### src/rtl/wps_pkg.sv
package wps_pkg;
  typedef enum logic [2:0] {
    ST_OFF   = 3'd0,
    ST_SLEEP = 3'd1,
    ST_IDLE  = 3'd2,
    ST_HOST  = 3'd3,
    ST_SNOOZE= 3'd4,
    ST_LISTEN= 3'd5
  } pstate_t;
endpackage

### src/rtl/wps_ctl_bits.sv
module wps_ctl_bits (
  input  logic clk,
  input  logic rst,
  input  logic pwr_off_i,
  input  logic wr_ok_i,
  input  logic wr_i,
  input  logic xo_i,
  input  logic tmr_i,
  input  logic srx_i,
  input  logic isr_rd_i,
  output logic xo_q,
  output logic tmr_q,
  output logic srx_q,
  output logic xo_d
);
  logic tmr_d, srx_d;

  always_comb begin
    xo_d  = xo_q;
    tmr_d = tmr_q;
    srx_d = srx_q;
    if (pwr_off_i) begin
      xo_d  = 1'b0;
      tmr_d = 1'b0;
      srx_d = 1'b0;
    end else begin
      if (wr_i && wr_ok_i) begin
        xo_d  = xo_i;
        tmr_d = tmr_i;
        srx_d = srx_i;
      end
      if (isr_rd_i) tmr_d = 1'b0;
    end
  end

  always_ff @(posedge clk) begin
    if (rst) begin
      xo_q  <= 1'b0;
      tmr_q <= 1'b0;
      srx_q <= 1'b0;
    end else begin
      xo_q  <= xo_d;
      tmr_q <= tmr_d;
      srx_q <= srx_d;
    end
  end
endmodule

### src/rtl/wps_settle.sv
module wps_settle #(
  parameter int TICKS = 5
) (
  input  logic clk,
  input  logic rst,
  input  logic en_i,
  input  logic tick_i,
  output logic done_o
);
  localparam int W = (TICKS < 2) ? 1 : $clog2(TICKS + 1);
  localparam logic [W-1:0] LAST = W'(TICKS - 1);
  logic [W-1:0] cnt;

  assign done_o = en_i && tick_i && (cnt == LAST);

  always_ff @(posedge clk) begin
    if (rst || !en_i || done_o) cnt <= '0;
    else if (tick_i)            cnt <= cnt + W'(1);
  end
endmodule

### src/rtl/wps_period_timer.sv
module wps_period_timer #(
  parameter int CODE_W = 8,
  parameter int BASE   = 6
) (
  input  logic              clk,
  input  logic              rst,
  input  logic              load_i,
  input  logic              run_i,
  input  logic [CODE_W-1:0] code_i,
  output logic              expire_o
);
  localparam int CNT_W = $clog2(BASE + (1 << CODE_W));
  logic [CNT_W-1:0] cnt;

  assign expire_o = run_i && (cnt == CNT_W'(1));

  always_ff @(posedge clk) begin
    if (rst)                       cnt <= '0;
    else if (load_i)               cnt <= CNT_W'(BASE) + CNT_W'(code_i);
    else if (run_i && cnt != '0)   cnt <= cnt - CNT_W'(1);
  end
endmodule

### src/rtl/wps_ratio_count.sv
module wps_ratio_count #(
  parameter int RATIO_W = 7
) (
  input  logic               clk,
  input  logic               rst,
  input  logic               active_i,
  input  logic               step_i,
  input  logic [RATIO_W-1:0] ratio_i,
  output logic               done_o
);
  logic [RATIO_W-1:0] cnt;

  assign done_o = active_i && step_i && (cnt == ratio_i);

  always_ff @(posedge clk) begin
    if (rst || !active_i) cnt <= '0;
    else if (step_i)      cnt <= cnt + RATIO_W'(1);
  end
endmodule

### src/rtl/wps_fsm.sv
module wps_fsm
  import wps_pkg::*;
(
  input  logic    clk,
  input  logic    rst,
  input  logic    pwr_off_i,
  input  logic    xo_q,
  input  logic    tmr_q,
  input  logic    srx_q,
  input  logic    settled_i,
  input  logic    isr_rd_i,
  input  logic    pre_det_i,
  input  logic    win_exp_i,
  input  logic    ratio_done_i,
  output pstate_t state_q,
  output pstate_t state_d,
  output logic    flag_d
);
  logic flag_q;

  always_comb begin
    state_d = state_q;
    if (pwr_off_i) state_d = ST_OFF;
    else begin
      case (state_q)
        ST_OFF:    state_d = ST_SLEEP;
        ST_SLEEP:  if (settled_i) state_d = ST_IDLE;
        ST_IDLE: begin
          if (!xo_q)                      state_d = ST_SLEEP;
          else if (tmr_q && !isr_rd_i)    state_d = ST_LISTEN;
          else if (srx_q && !tmr_q)       state_d = ST_HOST;
        end
        ST_HOST:   if (!srx_q) state_d = ST_IDLE;
        ST_LISTEN: begin
          if (isr_rd_i || !tmr_q) state_d = ST_IDLE;
          else if (win_exp_i)     state_d = ST_SNOOZE;
        end
        ST_SNOOZE: begin
          if (isr_rd_i || !tmr_q) state_d = ST_IDLE;
          else if (ratio_done_i)  state_d = ST_LISTEN;
        end
        default:   state_d = ST_OFF;
      endcase
    end
  end

  always_comb begin
    flag_d = flag_q;
    if (pwr_off_i || isr_rd_i)                   flag_d = 1'b0;
    else if (pre_det_i && state_q == ST_LISTEN)  flag_d = 1'b1;
  end

  always_ff @(posedge clk) begin
    if (rst) begin
      state_q <= ST_OFF;
      flag_q  <= 1'b0;
    end else begin
      state_q <= state_d;
      flag_q  <= flag_d;
    end
  end
endmodule

### src/rtl/wake_pwr_seq.sv
module wake_pwr_seq
  import wps_pkg::*;
#(
  parameter int TDET_W    = 8,
  parameter int RATIO_W   = 7,
  parameter int TDET_BASE = 6,
  parameter int XO_TICKS  = 5
) (
  input  logic               clk,
  input  logic               rst,
  input  logic               pwr_off_i,
  input  logic               ctl_wr_i,
  input  logic               ctl_xo_i,
  input  logic               ctl_tmr_i,
  input  logic               ctl_srx_i,
  input  logic [TDET_W-1:0]  tdet_code_i,
  input  logic [RATIO_W-1:0] ratio_code_i,
  input  logic               tick_i,
  input  logic               pre_det_i,
  input  logic               isr_rd_i,
  input  logic               demod_bit_i,
  output logic               rx_en_o,
  output logic               xo_en_o,
  output logic               data_o,
  output logic [2:0]         state_o
);
  pstate_t state_q, state_d;
  logic xo_q, tmr_q, srx_q, xo_d, flag_d;
  logic settled, win_exp, ratio_done, polling, win_load;

  wps_ctl_bits u_bits (
    .clk(clk), .rst(rst), .pwr_off_i(pwr_off_i),
    .wr_ok_i(state_q != ST_OFF), .wr_i(ctl_wr_i),
    .xo_i(ctl_xo_i), .tmr_i(ctl_tmr_i), .srx_i(ctl_srx_i),
    .isr_rd_i(isr_rd_i),
    .xo_q(xo_q), .tmr_q(tmr_q), .srx_q(srx_q), .xo_d(xo_d)
  );

  wps_settle #(.TICKS(XO_TICKS)) u_settle (
    .clk(clk), .rst(rst),
    .en_i(state_q == ST_SLEEP && xo_q && !pwr_off_i),
    .tick_i(tick_i), .done_o(settled)
  );

  assign polling  = (state_q == ST_LISTEN) || (state_q == ST_SNOOZE);
  assign win_load = win_exp || (state_q == ST_IDLE && state_d == ST_LISTEN);

  wps_period_timer #(.CODE_W(TDET_W), .BASE(TDET_BASE)) u_win (
    .clk(clk), .rst(rst), .load_i(win_load),
    .run_i(tick_i && polling), .code_i(tdet_code_i), .expire_o(win_exp)
  );

  wps_ratio_count #(.RATIO_W(RATIO_W)) u_ratio (
    .clk(clk), .rst(rst), .active_i(state_q == ST_SNOOZE),
    .step_i(win_exp), .ratio_i(ratio_code_i), .done_o(ratio_done)
  );

  wps_fsm u_fsm (
    .clk(clk), .rst(rst), .pwr_off_i(pwr_off_i),
    .xo_q(xo_q), .tmr_q(tmr_q), .srx_q(srx_q),
    .settled_i(settled), .isr_rd_i(isr_rd_i), .pre_det_i(pre_det_i),
    .win_exp_i(win_exp), .ratio_done_i(ratio_done),
    .state_q(state_q), .state_d(state_d), .flag_d(flag_d)
  );

  // Outputs are registered from the next state so they change on the
  // same edge as the state code.
  always_ff @(posedge clk) begin
    if (rst) begin
      rx_en_o <= 1'b0;
      xo_en_o <= 1'b0;
      data_o  <= 1'b1;
    end else begin
      rx_en_o <= (state_d == ST_HOST) || (state_d == ST_LISTEN);
      xo_en_o <= (state_d == ST_IDLE) || (state_d == ST_HOST) ||
                 (state_d == ST_LISTEN) || (state_d == ST_SNOOZE) ||
                 (state_d == ST_SLEEP && xo_d);
      case (state_d)
        ST_HOST:   data_o <= demod_bit_i;
        ST_SNOOZE: data_o <= !flag_d;
        default:   data_o <= 1'b1;
      endcase
    end
  end

  assign state_o = state_q;
endmodule

### config.mk
export PLATFORM = sky130hd
export DESIGN_NAME = wake_pwr_seq
export DESIGN_NICKNAME = d
export VERILOG_FILES = /design/src/rtl/wps_pkg.sv /design/src/rtl/wps_ctl_bits.sv /design/src/rtl/wps_settle.sv /design/src/rtl/wps_period_timer.sv /design/src/rtl/wps_ratio_count.sv /design/src/rtl/wps_fsm.sv /design/src/rtl/wake_pwr_seq.sv
export SDC_FILE = /design/constraint.sdc
export NUM_CORES = 1
export LEC_CHECK = 0
export CAP_MARGIN = 10
export CORE_MARGIN = 2
export CORE_UTILIZATION = 52
export DETAILED_ROUTE_END_ITERATION = 6
export GPL_TIMING_DRIVEN = 1
export HOLD_SLACK_MARGIN = 0.06
export PLACE_DENSITY = 0.77
export SETUP_SLACK_MARGIN = 0.4
export SYNTH_ARGS = -nofsm -noshare
export SYNTH_HDL_FRONTEND = slang
export SYNTH_HIERARCHICAL = 1
export SYNTH_SLANG_ARGS = --single-unit
### constraint.sdc
create_clock -name clk -period 4.6 [get_ports clk]
set_clock_uncertainty 0.15 [all_clocks]
set_input_delay 1.15 -clock clk [delete_from_list [all_inputs] [get_ports clk]]
set_output_delay 1.15 -clock clk [all_outputs]
set_load 0.05 [all_outputs]
# After elaboration in Yosys (flattened, before gate mapping)
# Index checks and enable logic that the tools add are counted.
[totals]
reg_bits = 29
inputBits = 26
output_inout_bits = 6
wordCells = 85
[classes]
addsub = 4
n_eq_ne = 13
n_mux = 18
reduce_logical = 39
[ops]
columns = ["op", "n"]
rows = [
  ["$mux 3", 10],
  ["$mux 9", 2],
  ["$pmux 3 s6", 1],
  ["$eq 3x3->1 const B", 5],
  ["$logic_and 1x1->1", 15],
  ["$eq 3x2->1 const B", 4],
  ["$logic_or 1x1->1", 12],
  ["$add 3x8->9 const A", 1],
  ["$eq 9x1->1 const B", 1],
  ["$reduce_bool 9->1", 1],
  ["$sub 9x1->9 const B", 1],
  ["$add 7x1->7 const B", 1],
  ["$eq 7x7->1", 1],
  ["$eq 3x1->1 const B", 2],
  ["$logic_not 1->1", 6],
  ["$mux 1", 4],
  ["$add 3x1->3 const B", 1],
  ["$logic_not 3->1", 1],
  ["$reduce_bool 3->1", 1],
  ["$reduce_or 3->1", 1],
  ["$pmux 1 s2", 1],
  ["$reduce_bool 2->1", 1],
  ["$reduce_or 2->1", 1],
]

# Longest topological paths before layout
# Gate-level depths: netlist (run 1).
[depth]
depth_word = 15
ltp_mapped = 16
mapped_depth_nobuf = 14

# By module
# Netlist (run 1), hierarchy kept.
[by_module_without_submodules]
columns = ["module", "instances", "cells_per_inst", "area_each_um2", "seq_area_each_um2"]
rows = [
  ["wps_period_timer", 1, 77, 699.4, 180.2],
  ["wps_ratio_count", 1, 42, 375.4, 140.1],
  ["wps_fsm", 1, 33, 255.2, 80.1],
  ["wake_pwr_seq", 1, 18, 188.9, 60.1],
  ["wps_settle", 1, 20, 167.7, 60.1],
  ["wps_ctl_bits", 1, 13, 140.1, 60.1],
]

# Worst setup path before layout (run 1)
# No wires, ideal clock.
[synth_path]
path_kind = "in2reg"
startpoint = "input tick_i"
endpoint = "register u_win.cnt[1]"
setup_ns = 0.128
t_arrival_ns = 3.967
required_ns = 4.322
path_slack_ns = 0.355
path_stages = 16
path_buffers = 2
cell_sequence = "nand2_1 > nor2_1 > or3b_1 > nor4_1 > buf_2 > nand3_1 > nor4_1 > nor2_1 > and4bb_2 > o21ai_1 > nand2_1 > a31o_1 > clkbuf_1 > nor3_1 > mux2i_1 > o31ai_1"
[synth_between]
elab_chain_cells = 12
word_cells_on_any_way = 19
cone_classes = "1 x eq/ne; 8 x mux; 10 x reduce/logical"
[synth_rtl]
columns = ["item", "line", "rtl"]
rows = [
  ["start: declaration", "wake_pwr_seq.sv:18", "input logic tick_i,"],
  ["$logic_and 1x1->1 (*)", "wake_pwr_seq.sv:50", ".run_i(tick_i && polling), .code_i(tdet_code_i), .expire_o(win_exp)"],
  ["$logic_and 1x1->1 (*)", "wps_period_timer.sv:15", "assign expire_o = run_i && (cnt == CNT_W'(1));"],
  ["named net win_exp", "wake_pwr_seq.sv:29", "logic settled, win_exp, ratio_done, polling, win_load;"],
  ["$logic_and 1x1->1 (*) (2 in a row)", "wps_ratio_count.sv:13", "assign done_o = active_i && step_i && (cnt == ratio_i);"],
  ["named net ratio_done", "wake_pwr_seq.sv:29", ""],
  ["$mux 3 (*)", "wps_fsm.sv:40", "else if (ratio_done_i) state_d = ST_LISTEN;"],
  ["$mux 3 (*)", "wps_fsm.sv:39", "if (isr_rd_i || !tmr_q) state_d = ST_IDLE;"],
  ["$pmux 3 s6 (*)", "wps_fsm.sv:25", "case (state_q)"],
  ["$mux 3 (*)", "wps_fsm.sv:23", "if (pwr_off_i) state_d = ST_OFF;"],
  ["named net state_d[0]", "wake_pwr_seq.sv:27", "pstate_t state_q, state_d;"],
  ["$eq 3x3->1 (*)", "wake_pwr_seq.sv:46", "assign win_load = win_exp || (state_q == ST_IDLE && state_d == ST_LISTEN);"],
  ["$logic_and 1x1->1 (*)", "wake_pwr_seq.sv:46", ""],
  ["$logic_or 1x1->1 (*)", "wake_pwr_seq.sv:46", ""],
  ["named net win_load", "wake_pwr_seq.sv:29", ""],
  ["$mux 9 or $reduce_bool 2->1 (tied branches)", "-", ""],
  ["end signal: assignment", "wps_period_timer.sv:19", "else if (load_i) cnt <= CNT_W'(BASE) + CNT_W'(code_i);"],
  ["end signal: assignment", "wps_period_timer.sv:20", "else if (run_i && cnt != '0) cnt <= cnt - CNT_W'(1);"],
  ["end: declaration", "wps_period_timer.sv:13", "logic [CNT_W-1:0] cnt;"],
]
# The timed path passes the listed nets; every way through them passes the cells marked *.
# A chain may end at the register's enable or synchronous reset.

# Worst setup path in the final report (run 1)
[layout_path]
startpoint = "input tick_i"
endpoint = "register u_win.cnt[3]"
[layout_between]
elab_chain_cells = 12
word_cells_on_any_way = 19
cone_classes = "1 x eq/ne; 8 x mux; 10 x reduce/logical"
[layout_rtl]
columns = ["item", "line"]
rows = [
  ["$logic_and 1x1->1 (*)", "wake_pwr_seq.sv:50"],
  ["$logic_and 1x1->1 (*)", "wps_period_timer.sv:15"],
  ["named net win_exp", "wake_pwr_seq.sv:29"],
  ["$logic_and 1x1->1 (2 in a row)", "wps_ratio_count.sv:13"],
  ["$mux 3", "wps_fsm.sv:40"],
  ["$mux 3", "wps_fsm.sv:39"],
  ["$pmux 3 s6 (*)", "wps_fsm.sv:25"],
  ["$mux 3 (*)", "wps_fsm.sv:23"],
  ["named net state_d[0]", "wake_pwr_seq.sv:27"],
  ["$eq 3x3->1 (*)", "wake_pwr_seq.sv:46"],
  ["$logic_and 1x1->1 (*)", "wake_pwr_seq.sv:46"],
  ["$logic_or 1x1->1 (*)", "wake_pwr_seq.sv:46"],
  ["named net win_load", "wake_pwr_seq.sv:29"],
  ["$mux 9 or $reduce_bool 2->1 (tied branches)", "-"],
]
# Marks and branches as above.

==> results.sh, run 1 <==
export IMPL_status="completed"
export IMPL_drtAntennaViolNets=0
export IMPL_report_final_hold_viol_count=0
export IMPL_syn_nets=236
export IMPL_cts_made_buffers=5
export IMPL_fin_ws_ns=0.643
export IMPL_startpoint="tick_i"
export IMPL_crit_arrival_ns=3.97
export IMPL_netlist_top_cells_area="dfxtp_1 32%, xnor2_1 5.8%, ha_1 4.8%"
export IMPL_die_h_microns=63.3
export IMPL_rsz0062_at_grt="no"
export IMPL_syn_inst=203
export IMPL_grt_pass1_wl_mm=6.88
export IMPL_netlist_area_leader_share_pct=31.8
export IMPL_grt_max_degree=25
export IMPL_grt_ovfl_total=0
export IMPL_power_mw=0.529
export IMPL_first_global_vias=1523
export IMPL_clk_pin_slew_worst_paths_ns=0.08
export IMPL_yosysSeqAreaShare_pct=31.8
export IMPL_place_ws_ns=0.0270
export IMPL_cts_hold_buf=0
export IMPL_yosys_area_top_type="dfxtp_1"
export IMPL_cts_max_path_buffers=2
export IMPL_clock_fmax_mhz=253
export IMPL_netlist_top_cells_count="29 x dfxtp_1, 14 x nor2_1, 13 x a21oi_1, 12 x xnor2_1, 10 x nand2_1"
export IMPL_place_gp_congestion=0.793
export IMPL_period_share_pct=86.0
export IMPL_power_leakage_nw=0.797
export IMPL_cp_max_fo=8
export IMPL_maxCapViolations=0
export IMPL_drt_vias_per_instance=5.60
export IMPL_route_detailed_drc=0
export IMPL_tns_ns=0
export IMPL_synth_most_common_cell="dfxtp_1"
export IMPL_seqCellArea_sq_um=581
export IMPL_crit_type="input port to register"
export IMPL_finalInstanceArea_sq_um=2340
export IMPL_ys_types=58
export IMPL_critPathLaunchType="input port"
export IMPL_vias=1624
export IMPL_setup_viol=0
export IMPL_dpl_cell_area_sq_um=2220
export IMPL_slew_headroom_pct=40.6
export IMPL_die_area_sq_um=4000
export IMPL_r2r_start="u_fsm/state_q[2]"
export IMPL_cts_tree="built"
export IMPL_synth_edf_count=0
export IMPL_fin_nets=276
export IMPL_wl_per_cell_microns=13.5
export IMPL_power_density_nw_per_um2=226
export IMPL_syn_area_sq_um=1830
export IMPL_multiInputGateArea_sq_um=1220
export IMPL_dp_hpwl_mm=2.86
export IMPL_syn_area_per_cell_sq_um=9.00
export IMPL_antenna_found_initial=0
export IMPL_initial_core_util_pct=54.3
export IMPL_core_area_sq_um=3360
export IMPL_n_antenna_cell=0
export IMPL_dr_pass1_iters=4
export IMPL_rows=21
export IMPL_hold_ws_ns=0.342
export IMPL_grtUsageTotal_pct=21.6
export IMPL_worst_pin_slew_ns=0.888
export IMPL_ys_warn_count=6
export IMPL_hold_class="register to register"
export IMPL_wirelength_mm=3.90
export IMPL_io_pins=32
export IMPL_drt_iter0_drc=87
export IMPL_synthArstFlopShare_pct=0
export IMPL_drv_slew=0
export IMPL_cts_sink_count=29
export IMPL_hp_start="u_settle/cnt[1]"
export IMPL_die_x_microns=63.3
export IMPL_end_kind="register"
export IMPL_synth_seq_cells=29
export IMPL_nFillCells=297
export IMPL_htreeDepth=2
export IMPL_clock_latency_ns=0.34
export IMPL_final_layout_size_suffix_gt1_share_pct=13.9
export IMPL_cts_root_buf="clkbuf_4"
export IMPL_ir_drop_uv=225
export IMPL_syn_to_final_growth_pct=28.2
export IMPL_cp_data_required_time_ns=4.61
export IMPL_layout_min_cycle_time_ns=3.96
export IMPL_numPortBuffers=31
export IMPL_synth_top_flop_cell="dfxtp_1"
==> what timing repair did <==
action,4_1_cts,5_1_grt
endpoints found under the setup margin,3,7
pin swaps,0,1
gates resized for setup,1,5
cloned,0,0
buffers inserted,0,0
==> worst max-delay path, cell delays in order <==
cell and delay, ns:
clkdlybuf4s50_1 0.51, nand2_1 0.06, nor2_1 0.13, or3b_4 0.41, nor4_4 0.23, buf_4 0.21, nand2_1 0.06, and4bb_2 0.23
o21ai_1 0.15, nand2_1 0.11, a31o_4 0.25, buf_4 0.16, a221oi_1 0.21, a211oi_1 0.09
==> metrics by stage <==
stage | util, % | std cells
after floorplan | - | 203
after global placement | 66.1 | 282
after detailed placement | 66.1 | 282
after CTS | 68.9 | 290
after global routing | 69.6 | 290
final | 69.6 | 290
==> report_power, final <==
group	switching, mW	total (mW)	leakage (nW)	internal, mW
combinational	0.0222	0.0531	0.518	0.0308
clock	0.0923	0.222	0.0455	0.130
sequential	0.00197	0.254	0.234	0.252
==> state kept, by name, indices dropped and copies added (netlist names) <==
name	flops
u_win/cnt	9
u_ratio/cnt	7
u_fsm/state_q	3
u_settle/cnt	3
data_o	1
rx_en_o	1
u_bits/srx_q	1
u_bits/tmr_q	1
u_bits/xo_q	1
u_fsm/flag_q	1
xo_en_o	1
==> area by class of cell <==
class                   instances  share of cell area [%]
multi-input cells             161                    52.3
flip-flops and latches         29                    24.8
repair buffers                 38                    15.5
well taps                      46                    2.46
clock buffers                   7                    2.35
clock inverters                 1                    1.28
inverters                       8                    1.28
==> layout by cell type (no fill, tap or decap), drive strengths merged, types with 4 or more instances in the layout <==
master	count
a31oi	5
o21ai	5
nor2	14
clkbuf	7
buf	7
clkdlybuf4s50	31
nand2	10
nand4	4
a211oi	7
xor2	8
a21oi	13
a2111oi	4
nor4	5
nor3	8
xnor2	12
dfxtp	29
ha	7
nand3	7
or3	4
inv	8
nand2b	6
==> worst paths after layout <==
path / to / slack, ns / cells after the start
worst max-delay path: u_win/cnt[3] / 0.64 / 14
worst min-delay path: u_settle/cnt[1] / 0.34 / 2
worst max register to register: u_win/cnt[3] / 1.39 / 13
worst min register to register: u_settle/cnt[1] / 0.34 / 2
==> cell families after synthesis <==
kind of cell    count (synthesis)  synth area share [%]
simple gates                   79                  27.6
compound gates                 52                  21.7
flops                          29                  31.8
xor+xnor                       20                  9.59
buf+inv                        13                  2.88
fa+ha+maj                       7                  4.79
mux                             3                  1.64
==> metal layers <==
layer	wire (microns)	part of all wire [%]	track usage, %
met1	1910	49	28.9
met2	1800	46	34.7
met3	152	3.9	3.93
met4	50	1.3	8.15
met5	0	0	0
Note: power is estimated with default switching activity, not from simulation.
==> run 2: changes to the inputs <==
--- a/config.mk
+++ b/config.mk
@@ -7,11 +7,12 @@
 export LEC_CHECK = 0
 export CAP_MARGIN = 10
 export CORE_MARGIN = 2
-export CORE_UTILIZATION = 52
+export CORE_UTILIZATION = 54
+export CTS_BUF_LIST = sky130_fd_sc_hd__clkbuf_2
 export DETAILED_ROUTE_END_ITERATION = 6
 export GPL_TIMING_DRIVEN = 1
 export HOLD_SLACK_MARGIN = 0.06
-export PLACE_DENSITY = 0.77
+export PLACE_DENSITY = 0.79
 export SETUP_SLACK_MARGIN = 0.4
 export SYNTH_ARGS = -nofsm -noshare
 export SYNTH_HDL_FRONTEND = slang
==> run 2 against run 1 <==
Compared with the run above:
- count of clock-buffer cells in the layout shrank 1
- maximum frequency decreased by 2.7%
- critical path depth increased by 1
- core utilization up 0.53 points
- die area is 3.5% lower
- combinational power increased by 2%
- critical endpoint is now u_win/cnt[8]
- clock power is 45% lower
- sequential power about the same
- via count increased by 2.8%
- critical path type unchanged
- worst setup slack worse by 0.11 ns
==> results.sh, run 2 (same netlist as run 1, synthesis figures left out) <==
export IMPL_route_detailed_drc=0
export IMPL_cp_common_cell="nand2_1"
export IMPL_final_layout_size_suffix_gt1_share_pct=13.9
export IMPL_r2r_start="u_fsm/state_q[2]"
export IMPL_numPortBuffers=31
export IMPL_largest_reg_flops=9
export IMPL_die_h_microns=62.2
export IMPL_grt_ovfl_total=0
export IMPL_die_x_microns=62.2
export IMPL_rrSetupSlack_ns=1.22
export IMPL_hp_start="u_settle/cnt[1]"
export IMPL_cts_root_buf="clkbuf_2"
export IMPL_period_share_pct=88.4
export IMPL_hold_ws_ns=0.357
export IMPL_wl_per_cell_microns=13.8
export IMPL_final_cells=291
export IMPL_wirelength_mm=4.01
export IMPL_ir_drop_uv=165
export IMPL_vias=1670
export IMPL_cts_max_path_buffers=2
export IMPL_antenna_found_initial=0
export IMPL_rr_endpoint="u_win/cnt[8]"
export IMPL_grtUsageTotal_pct=21.7
export IMPL_clk_pin_slew_worst_paths_ns=0.14
export IMPL_report_final_hold_viol_count=0
export IMPL_drv_slew=0
export IMPL_power_density_nw_per_um2=186
export IMPL_critPathLaunchType="input port"
export IMPL_dp_hpwl_mm=2.94
export IMPL_fin_nets=278
export IMPL_rsz0062_at_grt="no"
export IMPL_rows=21
export IMPL_cts_sink_count=29
export IMPL_status="completed"
export IMPL_layout_min_cycle_time_ns=4.07
export IMPL_grt_pass1_wl_mm=6.86
export IMPL_io_pins=32
export IMPL_cts_hold_buf=0
export IMPL_core_area_sq_um=3280
export IMPL_end_kind="register"
export IMPL_power_leakage_nw=0.782
export IMPL_cts_tree="built"
export IMPL_first_global_vias=1577
export IMPL_crit_arrival_ns=4.19
export IMPL_ff2ff_path_depth=14
export IMPL_dr_pass1_iters=5
export IMPL_crit_type="input port to register"
export IMPL_final_common_cell="clkdlybuf4s50_1"
export IMPL_grt_max_degree=15
export IMPL_cp_max_fo=5
export IMPL_drt_vias_per_instance=5.74
export IMPL_slew_headroom_pct=56.6
export IMPL_slowest_delay_ns=0.50
export IMPL_reg_top3="u_win/cnt x9, u_ratio/cnt x7"
export IMPL_path_cells="clkdlybuf4s50_1, nand2_1, nor2_1, or3b_1, nor4_4, nand3_1, nor4_2, nor2_1, and4bb_2, o21ai_1, nand2_1, a31o_4, nand2_1, or4_1, o31ai_1"
export IMPL_cp_top_family="simple AND/OR/NAND/NOR gates"
export IMPL_place_gp_congestion=0.814
export IMPL_setup_viol=0
export IMPL_hold_class="register to register"
export IMPL_clock_fmax_mhz=246
export IMPL_syn_to_final_growth_pct=26.1
export IMPL_htreeDepth=2
export IMPL_drt_iter0_drc=88
export IMPL_maxCapViolations=0
export IMPL_cp_data_required_time_ns=4.72
export IMPL_drtAntennaViolNets=0
export IMPL_clock_latency_ns=0.35
export IMPL_cts_made_buffers=5
export IMPL_worst_pin_slew_ns=0.645
export IMPL_layout_common_cells="31 x clkdlybuf4s50_1, 29 x dfxtp_1, 14 x nor2_1"
export IMPL_die_area_sq_um=3860
export IMPL_hold_depth=2
export IMPL_critPathBufInv=1
export IMPL_tns_ns=0
export IMPL_top_register="u_win/cnt"
export IMPL_placed_cells=284
export IMPL_n_antenna_cell=0
export IMPL_slowest_stage="clkdlybuf4s50_1"
export IMPL_hold_end="u_settle/cnt[1]"
export IMPL_initial_core_util_pct=55.6
==> run 2: worst min-delay path: stages, from the launching register on <==
cell and delay, ns:
dfxtp_1 0.35, nand2b_1 0.07, a21oi_1 0.06
==> run 2: per-stage QoR <==
stage | utilization, % | worst slack [ns] | cell area, sq um | power (mW)
floorplan | - | 0.463 | 1830 | 0.278
global placement | 68.2 | 0.255 | 2240 | 0.313
detailed placement | 68.2 | 0.0954 | 2240 | 0.313
CTS | 69.2 | 0.461 | 2270 | 0.434
global route | 70.1 | 0.375 | 2300 | 0.448
finish | 70.1 | 0.534 | 2300 | 0.429
==> run 2: final cells by class <==
| type | instances | area [sq um] |
|---|---|---|
| clock buffers | 6 | 30.0 |
| repair buffers | 40 | 378 |
| flip-flops and latches | 29 | 581 |
| well taps | 46 | 57.6 |
| fillers | 282 | 981 |
| inverters | 8 | 30.0 |
| multi-input cells | 161 | 1220 |
| clock inverters | 1 | 3.75 |
==> run 2: metal layers <==
layer | GRT usage (%) | wire (microns) | share of wire [%]
met1 | 28.8 | 1990 | 50
met5 | 0 | 0 | 0
met4 | 10.3 | 73 | 1.8
met2 | 34.1 | 1790 | 45
met3 | 4.17 | 155 | 3.9
==> run 2: where the power goes <==
group	switching, mW	leakage, nW	internal, mW
logic	0.0228	0.522	0.0312
clock network	0.0852	0.0265	0.0355
registers	0.00194	0.234	0.252
total	0.110	0.782	0.319
==> run 2: worst max path at each step <==
| stage | startpoint | to | slack [ns] | depth (start not counted) |
|---|---|---|---|---|
| CTS | tick_i | u_win/cnt[8] | 0.46 | 15 |
| detailed placement | tick_i | u_win/cnt[8] | 0.1 | 15 |
| finish | tick_i | u_win/cnt[8] | 0.53 | 15 |
| global route | tick_i | u_win/cnt[8] | 0.38 | 15 |
| floorplan | tick_i | u_win/cnt[8] | 0.46 | 15 |
| global placement | tick_i | u_win/cnt[8] | 0.25 | 15 |
==> run 2: timing repair <==
item,CTS,global route
gates resized for setup,0,4
setup buffers,0,0
setup endpoints to repair,0,8
